$ cat config.mk
export PLATFORM = sky130hd
export DESIGN_NAME = gp_timer_bank
export DESIGN_NICKNAME = d
export VERILOG_FILES = /design/src/rtl/gptmr_pkg.sv /design/src/rtl/gptmr_edge_det.sv /design/src/rtl/gptmr_channel.sv /design/src/rtl/gptmr_status.sv /design/src/rtl/gp_timer_bank.sv
export SDC_FILE = /design/constraint.sdc
export NUM_CORES = 2
export LEC_CHECK = 0
export ABC_AREA = 1
export CAP_MARGIN = 20
export CORE_ASPECT_RATIO = 1.2
export CORE_MARGIN = 2
export CORE_UTILIZATION = 45
export CTS_CLUSTER_DIAMETER = 200
export DETAILED_ROUTE_END_ITERATION = 8
export PLACE_DENSITY = 0.67
export SYNTH_ARGS = -nofsm -noshare
export SYNTH_HDL_FRONTEND = slang
export SYNTH_SLANG_ARGS = --single-unit
$ cat constraint.sdc
create_clock -name clk -period 5.2 [get_ports clk]
set_clock_uncertainty 0.05 [all_clocks]
set_input_delay 1.04 -clock clk [delete_from_list [all_inputs] [get_ports clk]]
set_output_delay 1.04 -clock clk [all_outputs]
set_load 0.02 [all_outputs]
$ cat src/rtl/gptmr_pkg.sv
package gptmr_pkg;

    localparam int CFG_W        = 7;
    localparam int REGS_PER_TMR = 4;
    localparam int SLOT_W       = 2;

    typedef enum logic [1:0] {
        MODE_IDLE = 2'd0,
        MODE_WAVE = 2'd1,
        MODE_CAPT = 2'd2,
        MODE_WDOG = 2'd3
    } tmr_mode_e;

    typedef enum logic [1:0] {
        SLOT_CFG = 2'd0,
        SLOT_CNT = 2'd1,
        SLOT_PER = 2'd2,
        SLOT_WID = 2'd3
    } tmr_slot_e;

    typedef struct packed {
        logic [1:0] spare;
        logic       irq_en;
        logic       invert;
        tmr_mode_e  mode;
        logic       enable;
    } tmr_cfg_t;

    typedef struct packed {
        logic lead;
        logic trail;
    } pin_edge_t;

    // Spare bits never hold state.
    function automatic tmr_cfg_t cfg_from_bus(input logic [CFG_W-1:0] raw);
        tmr_cfg_t c;
        c       = tmr_cfg_t'(raw);
        c.spare = 2'b00;
        return c;
    endfunction

    function automatic logic cfg_running(input tmr_cfg_t c);
        return c.enable && (c.mode != MODE_IDLE);
    endfunction

endpackage

$ cat src/rtl/gptmr_edge_det.sv
module gptmr_edge_det
    import gptmr_pkg::*;
#(
    parameter int STAGES = 2
) (
    input  logic      clk,
    input  logic      rst,
    input  logic      pin_i,
    input  logic      invert,
    output pin_edge_t edge_o
);

    logic [STAGES-1:0] sync_q;
    logic              prev_q;
    logic              cur;

    generate
        if (STAGES == 1) begin : g_one
            always_ff @(posedge clk) begin
                if (rst) sync_q <= '0;
                else     sync_q <= pin_i;
            end
        end else begin : g_chain
            always_ff @(posedge clk) begin
                if (rst) sync_q <= '0;
                else     sync_q <= {sync_q[STAGES-2:0], pin_i};
            end
        end
    endgenerate

    assign cur = sync_q[STAGES-1];

    always_ff @(posedge clk) begin
        if (rst) prev_q <= 1'b0;
        else     prev_q <= cur;
    end

    // History holds the raw level, so flipping invert never fakes an edge.
    always_comb begin
        edge_o.lead  = invert ? (prev_q & ~cur) : (~prev_q & cur);
        edge_o.trail = invert ? (~prev_q & cur) : (prev_q & ~cur);
    end

endmodule

$ cat src/rtl/gptmr_channel.sv
module gptmr_channel
    import gptmr_pkg::*;
#(
    parameter int CNT_W       = 32,
    parameter int SYNC_STAGES = 2
) (
    input  logic             clk,
    input  logic             rst,
    input  logic             wr_cfg,
    input  logic             wr_per,
    input  logic             wr_wid,
    input  logic [CNT_W-1:0] wdata,
    input  logic             pin_i,
    output logic             pin_o,
    output logic             pin_oe,
    output tmr_cfg_t         cfg_o,
    output logic [CNT_W-1:0] cnt_o,
    output logic [CNT_W-1:0] per_o,
    output logic [CNT_W-1:0] wid_o,
    output logic             run_o,
    output logic             evt_o
);

    localparam logic [CNT_W-1:0] ONE     = {{(CNT_W-1){1'b0}}, 1'b1};
    localparam logic [CNT_W:0]   ONE_X   = {{CNT_W{1'b0}}, 1'b1};
    localparam logic [CNT_W-1:0] CNT_MAX = '1;

    tmr_cfg_t         cfg_q;
    logic [CNT_W-1:0] cnt_q, cnt_d;
    logic [CNT_W-1:0] per_q, per_d;
    logic [CNT_W-1:0] wid_q, wid_d;
    logic [CNT_W-1:0] hits_q, hits_d, hits_sum;
    logic             armed_q, armed_d;
    logic             running, at_end, evt;
    pin_edge_t        pe;

    gptmr_edge_det #(.STAGES(SYNC_STAGES)) u_edge (
        .clk    (clk),
        .rst    (rst),
        .pin_i  (pin_i),
        .invert (cfg_q.invert),
        .edge_o (pe)
    );

    assign running  = cfg_running(cfg_q);
    assign at_end   = ({1'b0, cnt_q} + ONE_X) >= {1'b0, per_q};
    assign hits_sum = (pe.lead && (hits_q != CNT_MAX)) ? hits_q + ONE : hits_q;

    always_comb begin
        cnt_d   = cnt_q;
        per_d   = per_q;
        wid_d   = wid_q;
        hits_d  = hits_q;
        armed_d = armed_q;
        evt     = 1'b0;
        if (!running) begin
            cnt_d   = '0;
            hits_d  = '0;
            armed_d = 1'b0;
        end else begin
            case (cfg_q.mode)
                MODE_WAVE: begin
                    if (at_end) begin
                        cnt_d = '0;
                        evt   = 1'b1;
                    end else begin
                        cnt_d = cnt_q + ONE;
                    end
                end
                MODE_CAPT: begin
                    cnt_d = (cnt_q == CNT_MAX) ? cnt_q : cnt_q + ONE;
                    if (pe.trail && armed_q) wid_d = cnt_q;
                    if (pe.lead) begin
                        if (armed_q) begin
                            per_d = cnt_q;
                            evt   = 1'b1;
                        end
                        armed_d = 1'b1;
                        cnt_d   = ONE;
                    end
                end
                MODE_WDOG: begin
                    if (at_end) begin
                        evt    = (hits_sum < wid_q);
                        cnt_d  = '0;
                        hits_d = '0;
                    end else begin
                        cnt_d  = cnt_q + ONE;
                        hits_d = hits_sum;
                    end
                end
                default: cnt_d = '0;
            endcase
        end
        if (wr_per) per_d = wdata;
        if (wr_wid) wid_d = wdata;
        if (wr_cfg) begin
            cnt_d   = '0;
            hits_d  = '0;
            armed_d = 1'b0;
            evt     = 1'b0;
        end
    end

    always_ff @(posedge clk) begin
        if (rst) begin
            cfg_q   <= '0;
            cnt_q   <= '0;
            per_q   <= '0;
            wid_q   <= '0;
            hits_q  <= '0;
            armed_q <= 1'b0;
        end else begin
            if (wr_cfg) cfg_q <= cfg_from_bus(wdata[CFG_W-1:0]);
            cnt_q   <= cnt_d;
            per_q   <= per_d;
            wid_q   <= wid_d;
            hits_q  <= hits_d;
            armed_q <= armed_d;
        end
    end

    assign pin_oe = running && (cfg_q.mode == MODE_WAVE);
    assign pin_o  = pin_oe && ((cnt_q < wid_q) ^ cfg_q.invert);
    assign cfg_o  = cfg_q;
    assign cnt_o  = cnt_q;
    assign per_o  = per_q;
    assign wid_o  = wid_q;
    assign run_o  = running;
    assign evt_o  = evt;

endmodule

$ cat src/rtl/gptmr_status.sv
module gptmr_status #(
    parameter int N_TMR = 3
) (
    input  logic               clk,
    input  logic               rst,
    input  logic [N_TMR-1:0]   evt_i,
    input  logic               clr_we,
    input  logic [2*N_TMR-1:0] clr_bits,
    input  logic [N_TMR-1:0]   irq_en_i,
    output logic [N_TMR-1:0]   flag_o,
    output logic [N_TMR-1:0]   ovf_o,
    output logic [N_TMR-1:0]   irq_o
);

    generate
        for (genvar t = 0; t < N_TMR; t++) begin : g_bit
            logic flag_q, ovf_q, kill_flag, kill_ovf;

            assign kill_flag = clr_we && clr_bits[t];
            assign kill_ovf  = clr_we && clr_bits[N_TMR+t];

            always_ff @(posedge clk) begin
                if (rst) begin
                    flag_q <= 1'b0;
                    ovf_q  <= 1'b0;
                end else begin
                    flag_q <= (flag_q && !kill_flag) || evt_i[t];
                    ovf_q  <= (ovf_q && !kill_ovf) || (evt_i[t] && flag_q && !kill_flag);
                end
            end

            assign flag_o[t] = flag_q;
            assign ovf_o[t]  = ovf_q;
            assign irq_o[t]  = flag_q && irq_en_i[t];
        end
    endgenerate

endmodule

$ cat src/rtl/gp_timer_bank.sv
module gp_timer_bank
    import gptmr_pkg::*;
#(
    parameter int  N_TMR       = 3,
    parameter int  CNT_W       = 32,
    parameter int  SYNC_STAGES = 2,
    localparam int ADDR_W      = $clog2(N_TMR*REGS_PER_TMR + 1)
) (
    input  logic              clk,
    input  logic              rst,
    input  logic              bus_we,
    input  logic [ADDR_W-1:0] bus_addr,
    input  logic [CNT_W-1:0]  bus_wdata,
    output logic [CNT_W-1:0]  bus_rdata,
    input  logic [N_TMR-1:0]  tmr_pin_i,
    output logic [N_TMR-1:0]  tmr_pin_o,
    output logic [N_TMR-1:0]  tmr_pin_oe,
    output logic [N_TMR-1:0]  tmr_irq
);

    localparam int              IDX_W     = ADDR_W - SLOT_W;
    localparam logic [ADDR_W-1:0] STAT_ADDR = ADDR_W'(N_TMR*REGS_PER_TMR);

    tmr_cfg_t         cfg_a [N_TMR];
    logic [CNT_W-1:0] cnt_a [N_TMR];
    logic [CNT_W-1:0] per_a [N_TMR];
    logic [CNT_W-1:0] wid_a [N_TMR];
    logic [N_TMR-1:0] evt_v, run_v, irqen_v, flag_v, ovf_v;

    tmr_slot_e        slot;
    logic [IDX_W-1:0] idx;
    logic             stat_we;

    assign slot    = tmr_slot_e'(bus_addr[SLOT_W-1:0]);
    assign idx     = bus_addr[ADDR_W-1:SLOT_W];
    assign stat_we = bus_we && (bus_addr == STAT_ADDR);

    generate
        for (genvar t = 0; t < N_TMR; t++) begin : g_tmr
            logic hit;
            assign hit = bus_we && (idx == IDX_W'(t));

            gptmr_channel #(
                .CNT_W       (CNT_W),
                .SYNC_STAGES (SYNC_STAGES)
            ) u_chan (
                .clk    (clk),
                .rst    (rst),
                .wr_cfg (hit && (slot == SLOT_CFG)),
                .wr_per (hit && (slot == SLOT_PER)),
                .wr_wid (hit && (slot == SLOT_WID)),
                .wdata  (bus_wdata),
                .pin_i  (tmr_pin_i[t]),
                .pin_o  (tmr_pin_o[t]),
                .pin_oe (tmr_pin_oe[t]),
                .cfg_o  (cfg_a[t]),
                .cnt_o  (cnt_a[t]),
                .per_o  (per_a[t]),
                .wid_o  (wid_a[t]),
                .run_o  (run_v[t]),
                .evt_o  (evt_v[t])
            );

            assign irqen_v[t] = cfg_a[t].irq_en;
        end
    endgenerate

    gptmr_status #(.N_TMR(N_TMR)) u_stat (
        .clk      (clk),
        .rst      (rst),
        .evt_i    (evt_v),
        .clr_we   (stat_we),
        .clr_bits (bus_wdata[2*N_TMR-1:0]),
        .irq_en_i (irqen_v),
        .flag_o   (flag_v),
        .ovf_o    (ovf_v),
        .irq_o    (tmr_irq)
    );

    always_comb begin
        bus_rdata = '0;
        if (bus_addr == STAT_ADDR) bus_rdata[2*N_TMR-1:0] = {ovf_v, flag_v};
        for (int t = 0; t < N_TMR; t++) begin
            if (idx == IDX_W'(t)) begin
                case (slot)
                    SLOT_CFG: bus_rdata[CFG_W-1:0] = cfg_a[t];
                    SLOT_CNT: bus_rdata = cnt_a[t];
                    SLOT_PER: bus_rdata = per_a[t];
                    default:  bus_rdata = wid_a[t];
                endcase
            end
        end
    end

endmodule

==> metrics.md <==
| Metric | Value |
|---|---|
| Status | finished, violations left |
| Failing checks | DRC |
| Number of synthesized register bits | 417 |
| Yosys warns | 0 |
| Half-perimeter wire length after placement | 91.0 mm |
| Int Pwr | 0.00547 W |
| R2R Setup Slk | 0.35 ns |
| Setup ws final | 0.134 ns |
| Tcrit/Tclk final | 97.4% |
| Fillcell total | 6730 |
| Synth Flop Type | dfxtp_1 |
| Post-DP Area | 32300 um^2 |
| Post-CTS Hold Buffers | 0 |
| Post-layout instance area | 34000 um^2 |
| Net Switching | 0.00200 W |
| Pre-CTS setup slack | 0.266 ns |
| I/O pin count | 83 |
| Worst EP required | 4.11 ns |
| Clock share of power | 47.2% |
| Post-Syn Nets | 4802 |
| Asr flop ratio synth | 0% |
| Critical path's top delay family | buffers and inverters |
| CTS tree | built |
| CTS clk-pin slew, worst paths | 0.06 ns |
| Mean Syn Cell Area | 6.76 um^2 |
| Pleak | 14.0 nW |
| H-tree levels | 2 |
| Period minus WS final | 5.07 ns |
| Setup_tns | 0 ns |
| Avg WL per Cell | 22.1 um |
| First-pass iteration count of the detailed router | 9 |
| Count of cell types in the netlist | 65 |
| Via density | 5.87 |
| Clk Latency, worst-skew pair | 0.61 ns |
| Antenna Nets Post-Route | 0 |
| Post-Syn Instances | 4472 |
| Fraction of layout cells with a size suffix above 1 | 7.22% |
| Die width | 241 um |
| Core area | 66800 um^2 |
| Min Hold Slack | 0.393 ns |
| DR vias | 31900 |
| HP Class | reg2reg |
| PwrDens | 220 nW/um^2 |
| Num CTS Buffers | 47 |
| Post-Route WL | 120 mm |
| Die area | 69300 um^2 |
| Max-slew violations | 0 |
| Final nets | 4836 |
| WP buf/inv | 4 |
| Critical Path Fanout Max | 10 |
| Startpoint types | input pin |
| Power share of the sequential group | 43.6% |
| Total gr overflow | 0 |
| Sw frac | 26.7% |
| IO Port Bufs | 82 |
| VDD IR-drop max | 0.200 mV |
| Slew HR | 32.2% |
| DR DRC count | 2 |
| Gate power share | 9.2% |
| RSZ-0062 raised after global routing | false |
| # clock sinks | 417 |
| Worst Setup End Kind | output port |
| 1st-iter DRT viols | 3836 |
| Starting Density | 45.3% |
| Die height | 288 um |
| Final hold violations | 0 |
| Cell Chain, Critical Path | clkdlybuf4s50_1 > buf_4 > nor2_1 > clkinv_1 > o22ai_1 > a21oi_1 > a21oi_1 > a221oi_1 > o21ai_0 > clkdlybuf4s50_1 |
| Crit Path Category | in2out |
| Number of global-route vias before repair | 29400 |
| Critical path arrival | 3.98 ns |
| GP Congestion | 1.11 |
| Largest net degree at the start of global routing | 70 |
| Max layer used | met4 |
| Worst path slowest cell | clkdlybuf4s50_1 |
| Slowest stage delay, CP | 0.71 ns |
| GR Util All Layers | 34.2% |
| Least-Margin Pin Slew | 1.02 ns |
| Final setup viols | 0 |
| Site Rows | 104 |
| Post-synth EDFFs | 0 |
| Mapped Area | 30200 um^2 |
| DRT met1 WL | 48.4 mm |
| Area growth, synth to finish | 12.3% |
| First-pass GRT wire length | 180 mm |
| Met2 WL | 50.9 mm |
| Initial antenna violation count | 1 |
| Max_cap viols | 0 |
| F_max | 0.197 GHz |
| CTS root buf | clkbuf_16 |
| Buffer depth of the longest clock path | 3 |
| Seq/Total Area, Yosys | 27.6% |
| Detail Route met3 WL | 12.3 mm |
path summary, 6_finish.rpt:
check	endpoint	cells past startpoint	from
setup / recovery	bus_rdata[1]	10	bus_addr[0]
hold / removal	g_tmr[0].u_chan.u_edge.prev_q$_SDFF_PP0_	2	g_tmr[0].u_chan.u_edge.sync_q[1]$_SDFF_PP0_
setup reg to reg	g_tmr[0].u_chan.cnt_o[4]$_SDFFE_PP0P_	29	g_tmr[0].u_chan.cnt_o[1]$_SDFFE_PP0P_
hold reg to reg	g_tmr[0].u_chan.u_edge.prev_q$_SDFF_PP0_	2	g_tmr[0].u_chan.u_edge.sync_q[1]$_SDFF_PP0_
logic make-up (layout without fill, tap and decap cells):
family,after synthesis,after routing,synth area share [%]
buffers and inverters,826,895,10.6
and+or+nand+nor,1798,1798,25.9
AOI/OAI and AO/OA,988,988,19.5
adders and majority gates,288,288,11.9
DFF,417,417,27.6
xor gates and xnor gates,155,155,4.49
other,0,1,0
worst reg2reg max path, delay by kind of cell, from the launching register on:
kind,cells,cell delay (ns)
xor gates and xnor gates,1,0.27
adders and majority gates,1,0.30
DFF,1,0.53
buffers and inverters,9,0.83
and+or+nand+nor,14,2.05
AOI/OAI and AO/OA,4,0.75
timing repair:
action                                  CTS  global route
endpoints found under the hold margin     0             0
gates resized for setup                   0             7
buffers inserted                          0             5
endpoints found under the setup margin    0            98
flip-flops by register name, indices dropped and copies added (netlist names):
signal / cells
g_tmr.u_chan.armed_q: 3
g_tmr.u_chan.cfg_o: 15
g_tmr.u_chan.cnt_o: 96
g_tmr.u_chan.hits_q: 96
g_tmr.u_chan.per_o: 96
g_tmr.u_chan.u_edge.prev_q: 3
g_tmr.u_chan.u_edge.sync_q: 6
g_tmr.u_chan.wid_o: 96
u_stat.g_bit.flag_q: 3
u_stat.g_bit.ovf_q: 3
placed cells by master, fill, tap and decap left out, drive strengths merged, types with 43 or more instances in the layout:
master	count
a211oi	68
a21oi	351
a31oi	171
buf	118
clkbuf	69
clkdlybuf4s50	80
dfxtp	417
ha	288
inv	604
nand2	1118
nand3	173
nand4	75
nor2	306
nor3	65
o21ai	223
xnor2	43
xor2	112
synth_stat cells (4+ instances only):
library cell  instances  share of area (%)
nand2_1            1096                 14
inv_1               592                7.3
dfxtp_1             417                 28
a21oi_1             351                5.8
ha_1                288                 12
nor2_1              281                3.5
o21ai_0             208                3.4
a31oi_1             171                3.5
nand3_1             167                2.8
clkbuf_1            165                2.0
xor2_1              112                3.2
nand4_1              72                1.5
a211oi_1             68                1.7
nor3_1               46               0.76
xnor2_1              43                1.2
o211ai_1             40               0.99
o221ai_1             39                1.1
nor4_1               29               0.60
o22ai_1              28               0.58
buf_2                21               0.35
nor2_2               20               0.41
nand2_2              19               0.39
o2111ai_1            19               0.55
a221oi_1             16               0.46
o21ai_1              13               0.22
nor3_2               12               0.40
buf_1                11               0.14
inv_2                11               0.14
buf_4                10               0.25
clkinv_1              9               0.11
nand3b_1              8               0.20
nor3_4                7               0.38
nand3_2               6               0.20
o221a_2               6               0.22
buf_6                 5               0.19
nor2_4                5               0.19
o21a_1                5               0.12
or3_1                 5               0.10
o31ai_1               4              0.099
layer usage:
| layer | vias up | GRT usage [%] |
|---|---|---|
| met5 | - | 0 |
| met4 | 0 | 20.3 |
| met3 | 410 | 6.72 |
| met2 | 1719 | 52.1 |
| met1 | 14700 | 44.7 |
| li1 | 15100 | - |
per-stage QoR:
| stage | instances | util [%] | power [W] |
|---|---|---|---|
| after floorplan | 4472 | - | 0.00366 |
| after global placement | 5352 | 48.4 | 0.00397 |
| after detailed placement | 5353 | 48.4 | 0.00397 |
| after CTS | 5437 | 50.7 | 0.00744 |
| after global routing | 5442 | 50.9 | 0.00762 |
| final | 5443 | 50.9 | 0.00746 |
power groups by stage:
stage / sequential (W) / combinational, W / clock (W)
floorplan: 0.00331 / 0.000347 / 0
global placement: 0.00332 / 0.000653 / 0
detailed placement: 0.00332 / 0.000654 / 0
CTS: 0.00325 / 0.000657 / 0.00353
global route: 0.00325 / 0.000723 / 0.00365
finish: 0.00325 / 0.000689 / 0.00352
cell type report:
| type | count | area (um^2) | area share, % |
|---|---|---|---|
| multi-input cells | 3229 | 18800 | 55.4 |
| repair buffers | 198 | 1780 | 5.24 |
| flip-flops and latches | 417 | 8350 | 24.6 |
| well taps | 901 | 1130 | 3.32 |
| clock buffers | 69 | 1420 | 4.19 |
| inverters | 613 | 2300 | 6.78 |
| clock inverters | 15 | 158 | 0.464 |
| diodes | 1 | 2.50 | 0.00737 |
Power figures use the tool's default switching activity.
